### src/rtl/sysctl_pkg.sv
// Package: shared constants and the control-word layout for the system
// control register bank. Assumes 32-bit words and a 12-bit byte address.
package sysctl_pkg;
    localparam int DATA_W   = 32;
    localparam int ADDR_W   = 12;
    localparam int IDX_W    = ADDR_W - 2;
    localparam int NUM_FREQ = 3;
    localparam int LOCK_N   = 8;

    // Word indices (byte offset / 4) of the mapped registers
    localparam logic [IDX_W-1:0] IDX_GEN0  = 10'h000;
    localparam logic [IDX_W-1:0] IDX_GEN1  = 10'h001;
    localparam logic [IDX_W-1:0] IDX_SWTCH = 10'h003;
    localparam logic [IDX_W-1:0] IDX_GEN4  = 10'h004;
    localparam logic [IDX_W-1:0] IDX_RTN   = 10'h028;
    localparam logic [IDX_W-1:0] IDX_OUTD  = 10'h029;
    localparam logic [IDX_W-1:0] IDX_CTRL  = 10'h02A;
    localparam logic [IDX_W-1:0] IDX_STAT  = 10'h02B;
    localparam logic [IDX_W-1:0] IDX_LOCK  = 10'h040;
    localparam logic [IDX_W-1:0] IDX_AUXID = 10'h3FE;
    localparam logic [IDX_W-1:0] IDX_IDENT = 10'h3FF;

    localparam logic [DATA_W-1:0] CTRL_KEEP  = 32'h43F0_0FFF;
    localparam logic [DATA_W-1:0] CTRL_RESET = 32'h0010_0000;
    localparam logic [5:0]        FUNC_OSC   = 6'd1;

    // Layout of the control word
    typedef struct packed {
        logic        start;
        logic        dir_wr;
        logic [3:0]  rsv_hi;
        logic [5:0]  func;
        logic [7:0]  rsv_lo;
        logic [11:0] dev;
    } ctrl_word_t;
endpackage

### src/rtl/sysctl_cfg_chan.sv
// Configuration channel: holds the control, status, outgoing and return
// data words plus the oscillator frequency table. A control write with the
// start bit performs the whole transaction at that clock edge.
// Assumes wr_ctrl and wr_outd are single-cycle, mutually exclusive strobes.
module sysctl_cfg_chan
    import sysctl_pkg::*;
#(
    parameter int                                   N_FREQ   = NUM_FREQ,
    parameter logic [N_FREQ-1:0][DATA_W-1:0]        FREQ_RST = '0
) (
    input  logic              clk,
    input  logic              rst_n,
    input  logic              wr_ctrl,
    input  logic              wr_outd,
    input  logic [DATA_W-1:0] wdata,
    output logic [DATA_W-1:0] ctrl_q,
    output logic [DATA_W-1:0] stat_q,
    output logic [DATA_W-1:0] outd_q,
    output logic [DATA_W-1:0] ret_q
);
    ctrl_word_t              req;
    logic                    addr_ok;
    logic                    do_wr;
    logic                    do_rd;
    logic [DATA_W-1:0]       rd_sel;
    logic [N_FREQ-1:0][DATA_W-1:0] freq_q;

    assign req     = ctrl_word_t'(wdata);
    assign addr_ok = (req.func == FUNC_OSC) && (req.dev < 12'(N_FREQ));
    assign do_wr   = wr_ctrl && req.start && req.dir_wr && addr_ok;
    assign do_rd   = wr_ctrl && req.start && !req.dir_wr && addr_ok;

    // Select the table entry addressed by the device field
    always_comb begin
        rd_sel = '0;
        for (int i = 0; i < N_FREQ; i++) begin
            if (req.dev == 12'(i)) rd_sel = freq_q[i];
        end
    end

    // Control word: keep only the defined non-start fields
    always_ff @(posedge clk) begin
        if (!rst_n)       ctrl_q <= CTRL_RESET;
        else if (wr_ctrl) ctrl_q <= wdata & CTRL_KEEP;
    end

    // Status: cleared by any control write, DONE/ERROR set on start
    always_ff @(posedge clk) begin
        if (!rst_n)       stat_q <= '0;
        else if (wr_ctrl) stat_q <= req.start ? {30'b0, !addr_ok, 1'b1} : '0;
    end

    // Outgoing data register
    always_ff @(posedge clk) begin
        if (!rst_n)       outd_q <= '0;
        else if (wr_outd) outd_q <= wdata;
    end

    // Return data: loaded only by a valid read transaction
    always_ff @(posedge clk) begin
        if (!rst_n)     ret_q <= '0;
        else if (do_rd) ret_q <= rd_sel;
    end

    // One frequency entry per device
    for (genvar g = 0; g < N_FREQ; g++) begin : g_freq
        // Entry g: reset value, overwritten by a valid write to device g
        always_ff @(posedge clk) begin
            if (!rst_n)                            freq_q[g] <= FREQ_RST[g];
            else if (do_wr && req.dev == 12'(g))   freq_q[g] <= outd_q;
        end
    end
endmodule

### src/rtl/sysctl_lock.sv
// Clock-lock status: writable mask over external lock flags; bit 0 is the
// AND of the flags selected by the mask. Assumes lock_in is synchronous.
module sysctl_lock
    import sysctl_pkg::*;
(
    input  logic              clk,
    input  logic              rst_n,
    input  logic              wr_lock,
    input  logic [LOCK_N-1:0] mask_in,
    input  logic [LOCK_N-1:0] lock_in,
    output logic [DATA_W-1:0] lock_word
);
    localparam int GAP_W = DATA_W - 2 * LOCK_N - 1;

    logic [LOCK_N-1:0] mask_q;
    logic              all_ok;

    // Mask register, reset to all ones
    always_ff @(posedge clk) begin
        if (!rst_n)       mask_q <= '1;
        else if (wr_lock) mask_q <= mask_in;
    end

    // Masked lock aggregation
    assign all_ok    = &(lock_in | ~mask_q);
    assign lock_word = {mask_q, lock_in, {GAP_W{1'b0}}, all_ok};
endmodule

### src/rtl/sysctl_regs.sv
// System control register bank (top). Decodes the register bus, holds the
// two general configuration words, drives the LEDs and multiplexes read
// data. Assumes word accesses; address bits [1:0] are ignored.
module sysctl_regs
    import sysctl_pkg::*;
#(
    parameter logic [DATA_W-1:0] GEN4_VAL  = 32'h0000_00A5,
    parameter logic [DATA_W-1:0] AUXID_VAL = 32'h0102_0304,
    parameter logic [DATA_W-1:0] IDENT_VAL = 32'h1357_2468,
    parameter logic [DATA_W-1:0] FREQ0_RST = 32'd50_000_000,
    parameter logic [DATA_W-1:0] FREQ1_RST = 32'd24_576_000,
    parameter logic [DATA_W-1:0] FREQ2_RST = 32'd25_000_000
) (
    input  logic              clk,
    input  logic              rst_n,
    input  logic              sel,
    input  logic              wr_en,
    input  logic [ADDR_W-1:0] addr,
    input  logic [DATA_W-1:0] wdata,
    output logic [DATA_W-1:0] rdata,
    input  logic [LOCK_N-1:0] lock_in,
    output logic [LOCK_N-1:0] led_out
);
    localparam logic [NUM_FREQ-1:0][DATA_W-1:0] FREQ_RST =
        {FREQ2_RST, FREQ1_RST, FREQ0_RST};

    logic [IDX_W-1:0]  idx;
    logic              wr_go;
    logic              rd_go;
    logic [DATA_W-1:0] gen0_q;
    logic [DATA_W-1:0] gen1_q;
    logic [DATA_W-1:0] ctrl_q;
    logic [DATA_W-1:0] stat_q;
    logic [DATA_W-1:0] outd_q;
    logic [DATA_W-1:0] ret_q;
    logic [DATA_W-1:0] lock_word;
    logic [DATA_W-1:0] rd_mux;

    assign idx   = addr[ADDR_W-1:2];
    assign wr_go = sel && wr_en;
    assign rd_go = sel && !wr_en;

    // General configuration words
    always_ff @(posedge clk) begin
        if (!rst_n) begin
            gen0_q <= '0;
            gen1_q <= '0;
        end else if (wr_go) begin
            if (idx == IDX_GEN0) gen0_q <= wdata;
            if (idx == IDX_GEN1) gen1_q <= wdata;
        end
    end

    assign led_out = gen1_q[LOCK_N-1:0];

    sysctl_cfg_chan #(
        .N_FREQ   (NUM_FREQ),
        .FREQ_RST (FREQ_RST)
    ) u_chan (
        .clk     (clk),
        .rst_n   (rst_n),
        .wr_ctrl (wr_go && idx == IDX_CTRL),
        .wr_outd (wr_go && idx == IDX_OUTD),
        .wdata   (wdata),
        .ctrl_q  (ctrl_q),
        .stat_q  (stat_q),
        .outd_q  (outd_q),
        .ret_q   (ret_q)
    );

    sysctl_lock u_lock (
        .clk       (clk),
        .rst_n     (rst_n),
        .wr_lock   (wr_go && idx == IDX_LOCK),
        .mask_in   (wdata[DATA_W-1 -: LOCK_N]),
        .lock_in   (lock_in),
        .lock_word (lock_word)
    );

    // Read multiplexer; unmapped offsets and the switch word return zero
    always_comb begin
        case (idx)
            IDX_GEN0:  rd_mux = gen0_q;
            IDX_GEN1:  rd_mux = gen1_q;
            IDX_GEN4:  rd_mux = GEN4_VAL;
            IDX_RTN:   rd_mux = ret_q;
            IDX_OUTD:  rd_mux = outd_q;
            IDX_CTRL:  rd_mux = ctrl_q;
            IDX_STAT:  rd_mux = stat_q;
            IDX_LOCK:  rd_mux = lock_word;
            IDX_AUXID: rd_mux = AUXID_VAL;
            IDX_IDENT: rd_mux = IDENT_VAL;
            default:   rd_mux = '0;
        endcase
    end

    assign rdata = rd_go ? rd_mux : '0;
endmodule

### config.mk
export PLATFORM = sky130hd
export DESIGN_NAME = sysctl_regs
export DESIGN_NICKNAME = d
export VERILOG_FILES = /design/src/rtl/sysctl_pkg.sv /design/src/rtl/sysctl_cfg_chan.sv /design/src/rtl/sysctl_lock.sv /design/src/rtl/sysctl_regs.sv
export SDC_FILE = /design/constraint.sdc
export NUM_CORES = 1
export LEC_CHECK = 0
export ABC_AREA = 1
export CAP_MARGIN = 20
export CORE_MARGIN = 10
export CORE_UTILIZATION = 40
export CTS_CLUSTER_DIAMETER = 120
export DETAILED_ROUTE_END_ITERATION = 6
export DONT_BUFFER_PORTS = 1
export PLACE_DENSITY_LB_ADDON = 0.2
export SETUP_SLACK_MARGIN = 0.5
export SYNTH_ARGS = -nofsm -noshare
export SYNTH_HDL_FRONTEND = slang
export SYNTH_SLANG_ARGS = --single-unit
### constraint.sdc
create_clock -name clk -period 1.68 [get_ports clk]
set_input_delay 0.168 -clock clk [delete_from_list [all_inputs] [get_ports clk]]
set_output_delay 0.168 -clock clk [all_outputs]
set_load 0.005 [all_outputs]
After elaboration in Yosys (flattened, before gate mapping)
Cells that the tools add are included.

storage, ports and cells
  input bits = 56
  register bits after elaboration = 283
  word-level logic and storage cells = 53
  output and inout bits = 40

cells by class
  bitwise logic cells = 2
  order comparisons = 1
  multiplexer cells = 6
  reduce and logical (&&, ||, !) cells = 22
  equality and inequality tests = 12

operators by type and width
  cell                  count
  $pmux 32 s10          1
  $mux 32               4
  $eq 10x6->1 const B   4
  $eq 10x10->1 const B  2
  $logic_and 1x1->1     14
  $eq 12x1->1 const B   1
  $eq 12x2->1 const B   1
  $logic_not 12->1      1
  $lt 12x2->1 const B   1
  $eq 10x1->1 const B   1
  $eq 10x3->1 const B   1
  $eq 10x7->1 const B   1
  $logic_not 10->1      1
  $not 8->8             1
  $or 8x8->8            1
  $reduce_and 8->1      1
  $eq 6x1->1 const B    1
  $reduce_and 2->1      2
  $logic_not 1->1       3
  $mux 2                1

Longest topological paths before layout
  word-level depth = 6
  gate-level depth with buffers = 12
  depth with buffers taken out = 11

Modules after synthesis
Synthesis repeated with hierarchy kept, for this count alone.

second synthesis, totals
  cells, all modules = 2082
  area, all modules = 13462.9 um2

by module, submodules not included
  module           cells each  seq. area each (um2)  area an instance (um2)  times used
  sysctl_cfg_chan  1143        3623.5                8064.0                  1
  sysctl_regs      852         1281.2                4833.4                  1
  sysctl_lock      87          160.2                 565.5                   1

Worst setup path before layout
No wires, ideal clock.

  kind = input-to-output
  start = in addr[3]
  end = out rdata[16]
  cell stages on the path = 12
  required time = 1.512 ns
  arrival time = 1.419 ns
  buffers on the path = 3
  path slack = 0.093 ns
  cell sequence = buf_2 -> nor2_4 -> inv_2 -> nor3_4 -> nand2_2 -> inv_2 -> buf_4 -> buf_4 -> nand2_1 -> nand2_1 -> nor2_1 -> nor2_1

between the ends
  word-level cells in the longest chain between the ends = 3
  elaborated cells on any way between the ends = 12
  those cells by class = eq/ne: 9; mux: 2; reduce/logical: 1

ends and longest elaborated chain
  element                                     line               RTL
  start: declaration                          sysctl_regs.sv:18  input logic [ADDR_W-1:0] addr,
  $eq 10x10->1, or another cell as far along  sysctl_regs.sv:82  case (idx)
  $pmux 32 s10 *                              sysctl_regs.sv:82
  $mux 32 *                                   sysctl_regs.sv:97  assign rdata = rd_go ? rd_mux : '0;
  end: declaration                            sysctl_regs.sv:20  output logic [DATA_W-1:0] rdata,

Mark *: on every way between the ends. The rest lies on a longest branch, timed or not.

Worst setup path in the final report
  start = reg u_lock.mask_q[7]
  end = out rdata[0]

between the ends
  word-level cells in the longest chain between the ends = 5

ends and longest elaborated chain
  element                   line               RTL
  start: declaration        sysctl_lock.sv:15  logic [LOCK_N-1:0] mask_q;
  start signal: assignment  sysctl_lock.sv:21  else if (wr_lock) mask_q <= mask_in;
  $not 8->8                 sysctl_lock.sv:25  assign all_ok = &(lock_in | ~mask_q);
  $or 8x8->8                sysctl_lock.sv:25
  $reduce_and 8->1          sysctl_lock.sv:25
  $pmux 32 s10              sysctl_regs.sv:82
  $mux 32                   sysctl_regs.sv:97

Every way passes these cells.

==> metrics.txt <==
DRC=0; nets=1950; CTS sink count=253; Tightest Pin Transition=0.5788 ns; FP Rows=63; PwrDens=742.4 nW/um2; CP Data Arrival Time=1.62 ns; most common cell after layout, fill and taps aside=nand2_1; mean post-synth cell area=6.569 um2; DP Worst Slack=-0.02832 ns; post-route ant nets=0; Core Region=29720 um2; Lkg Pwr=6.703 nW; die height=193.8 um; total track usage=19.92%; IO Pins=96; largest net degree at the start of global routing=199; grt total ovfl=0; crit share post-route=106.5%; initial antenna violation count=0; worst hold path stage count=1; number of global-route vias before repair=10733; Syn Std Cell Area=12080 um2; Clock transition at path regs=0.06 ns; CTS tree=done; Antenna Diode Count=0; CTS Root Cell=clkbuf_16; max-cap violations=0; CTS H-Tree Depth=1; Synth area leaders=dfxtp_1 (42%), nand2_1 (13%), nand3_1 (10%); IO buf count=0; sequential area share after synthesis=41.93%; CTS Buffer Depth=3; Worst Setup Start Kind=register; Worst R2R Path Depth=4; via count=12453; first-pass GRT wire length=62200 um; routability cong.=0.9152; crit path max fanout=2; cts bufs inserted=27; Routed WL=42280 um; Post-Syn Instances=1839; min Tclk post-route=1.789 ns; die width=193.8 um; type of the worst min-delay path=input port to register; slew margin rel.=61.38%; Critical R2R Launch=u_chan.outd_q[16]; Worst EP required=1.51 ns; clock latency on the worst-skew pair=0.54 ns; Die ar.=37550 um2; Area Overhead vs Synth=36.80%; failing checks=negative hold slack, negative setup slack; hold buffer count at cts=33; area leader, netlist=dfxtp_1; final hold viol count=147; layout cells sized above 1=28.54%; # fillers=2659; VDD IR max=0.0007487 V; Critical Path Start=u_lock.mask_q[7]; status=complete, but fails checks; FF+latch count, synth=253; number of vias per cell=5.407; hold path startpoint=rst_n; Mapped Nets=1895; Slew Limit Fails=0; Worst Clk Skew=0.01076 ns; Layout Utilization=55.61%; Unique masters post-synth=26; drt first pass iters=7; critical path class=register to output port; worst setup slack after layout=-0.1091 ns; Initial DRC Count=1191; RSZ-0062 raised after global routing=yes; Initial Util=40.65%; crit end category=output port; worst hold slack=-0.2919 ns; Synth top area share=41.93%; most frequent cells in the layout=nand2_1 (350), nor2_1 (211), nand3_1 (201), dfxtp_1 (188), a21oi_1 (120); post-DP HPWL=25030 um; fmax=0.5589 GHz; Synth Warn #=0; Final Power=12.27 mW; drt wl/cell=18.36 um; Setup-failing EPs final=3
==> path summary, 6_finish.rpt <==
kind                                           to  slack, ns
worst min-delay path            u_chan.freq_q[50]      -0.29
worst max register to register  u_chan.outd_q[16]       0.75
worst max-delay path                     rdata[0]      -0.11
worst min register to register   u_chan.ctrl_q[8]       0.45
==> registers in the layout (all words and copies together) (netlist names) <==
| signal | count |
|---|---|
| u_chan.ctrl_q | 19 |
| gen0_q | 32 |
| u_chan.freq_q | 96 |
| u_chan.outd_q | 32 |
| u_chan.ret_q | 32 |
| u_chan.stat_q | 2 |
| u_lock.mask_q | 8 |
| gen1_q | 32 |
==> where the power goes <==
part / leakage (nW) / internal, mW / total [mW] / switching [mW]
Sequential: 2.07 / 5.99 / 5.99 / 0.000568
Combinational: 4.22 / 0.154 / 0.425 / 0.271
Clock: 0.418 / 3.38 / 5.85 / 2.48
==> repair_timing <==
| item | 4_1_cts | 5_1_grt |
|---|---|---|
| setup endpoints to repair | 32 | 161 |
| buffers inserted | 26 | 14 |
| pin swaps | 82 | 97 |
| endpoints found under the hold margin | 253 | 197 |
| gates cloned | 4 | 17 |
| resized for setup | 209 | 243 |
==> routing by layer <==
layer	global-route usage, %	share of wire (%)	vias up	routed length [um]
met5	0	0	-	0
met4	4.778	2.6	0	1090
met3	3.492	7.9	80	3343
met2	29.71	45	467	18850
met1	28.97	45	5860	19000
li1	-	-	6046	-
==> synthesized netlist by cell type, drive strengths merged <==
cell type	number
o211ai	1
nand3	249
a21o	1
nor3	12
nor2	315
nand2	435
o21ai	106
clkinv	1
a211oi	32
buf	72
dfxtp	253
nand4	8
clkbuf	64
inv	134
a21oi	156
==> worst max-delay path: stages, from the launching register on <==
cell and delay (ns):
dfxtp_2 0.34, nand2_1 0.06, nand2_1 0.07, nor2_1 0.04
nand2_1 0.12, o21ai_1 0.07, nor2_1 0.15, nand3_1 0.10
nand2_1 0.09, inv_2 0.04
==> layout make-up <==
| cell class | count | area [um2] | area share [%] |
|---|---|---|---|
| timing repair buffer | 162 | 1976 | 11.95 |
| tap | 390 | 488.0 | 2.953 |
| clock inverter | 5 | 53.80 | 0.3256 |
| inverter | 135 | 543.0 | 3.286 |
| sequential | 253 | 5159 | 31.22 |
| multi-input combinational | 1315 | 7511 | 45.45 |
| clock buffer | 43 | 795.8 | 4.815 |
==> logic make-up (layout without fill, tap and decap cells) <==
group | Yosys count | after routing | synth area share (%)
DFF | 253 | 253 | 41.93
buffers and inverters | 271 | 345 | 9.705
and+or+nand+nor | 1019 | 1019 | 35.40
AOI/OAI and AO/OA | 296 | 296 | 12.97
==> metrics by stage <==
| step | TNS (ns) | instances | area, um2 |
|---|---|---|---|
| 3_5_place_dp | -0.04446 | 2161 | 13080 |
| 2_1_floorplan | 0 | 1839 | 12680 |
| 3_3_place_gp | 0 | 2161 | 13080 |
| 4_1_cts | -0.1251 | 2272 | 15130 |
| 5_1_grt | -0.4825 | 2303 | 16530 |
| 6_report | -0.1692 | 2303 | 16530 |
Power figures use the tool's default switching activity.
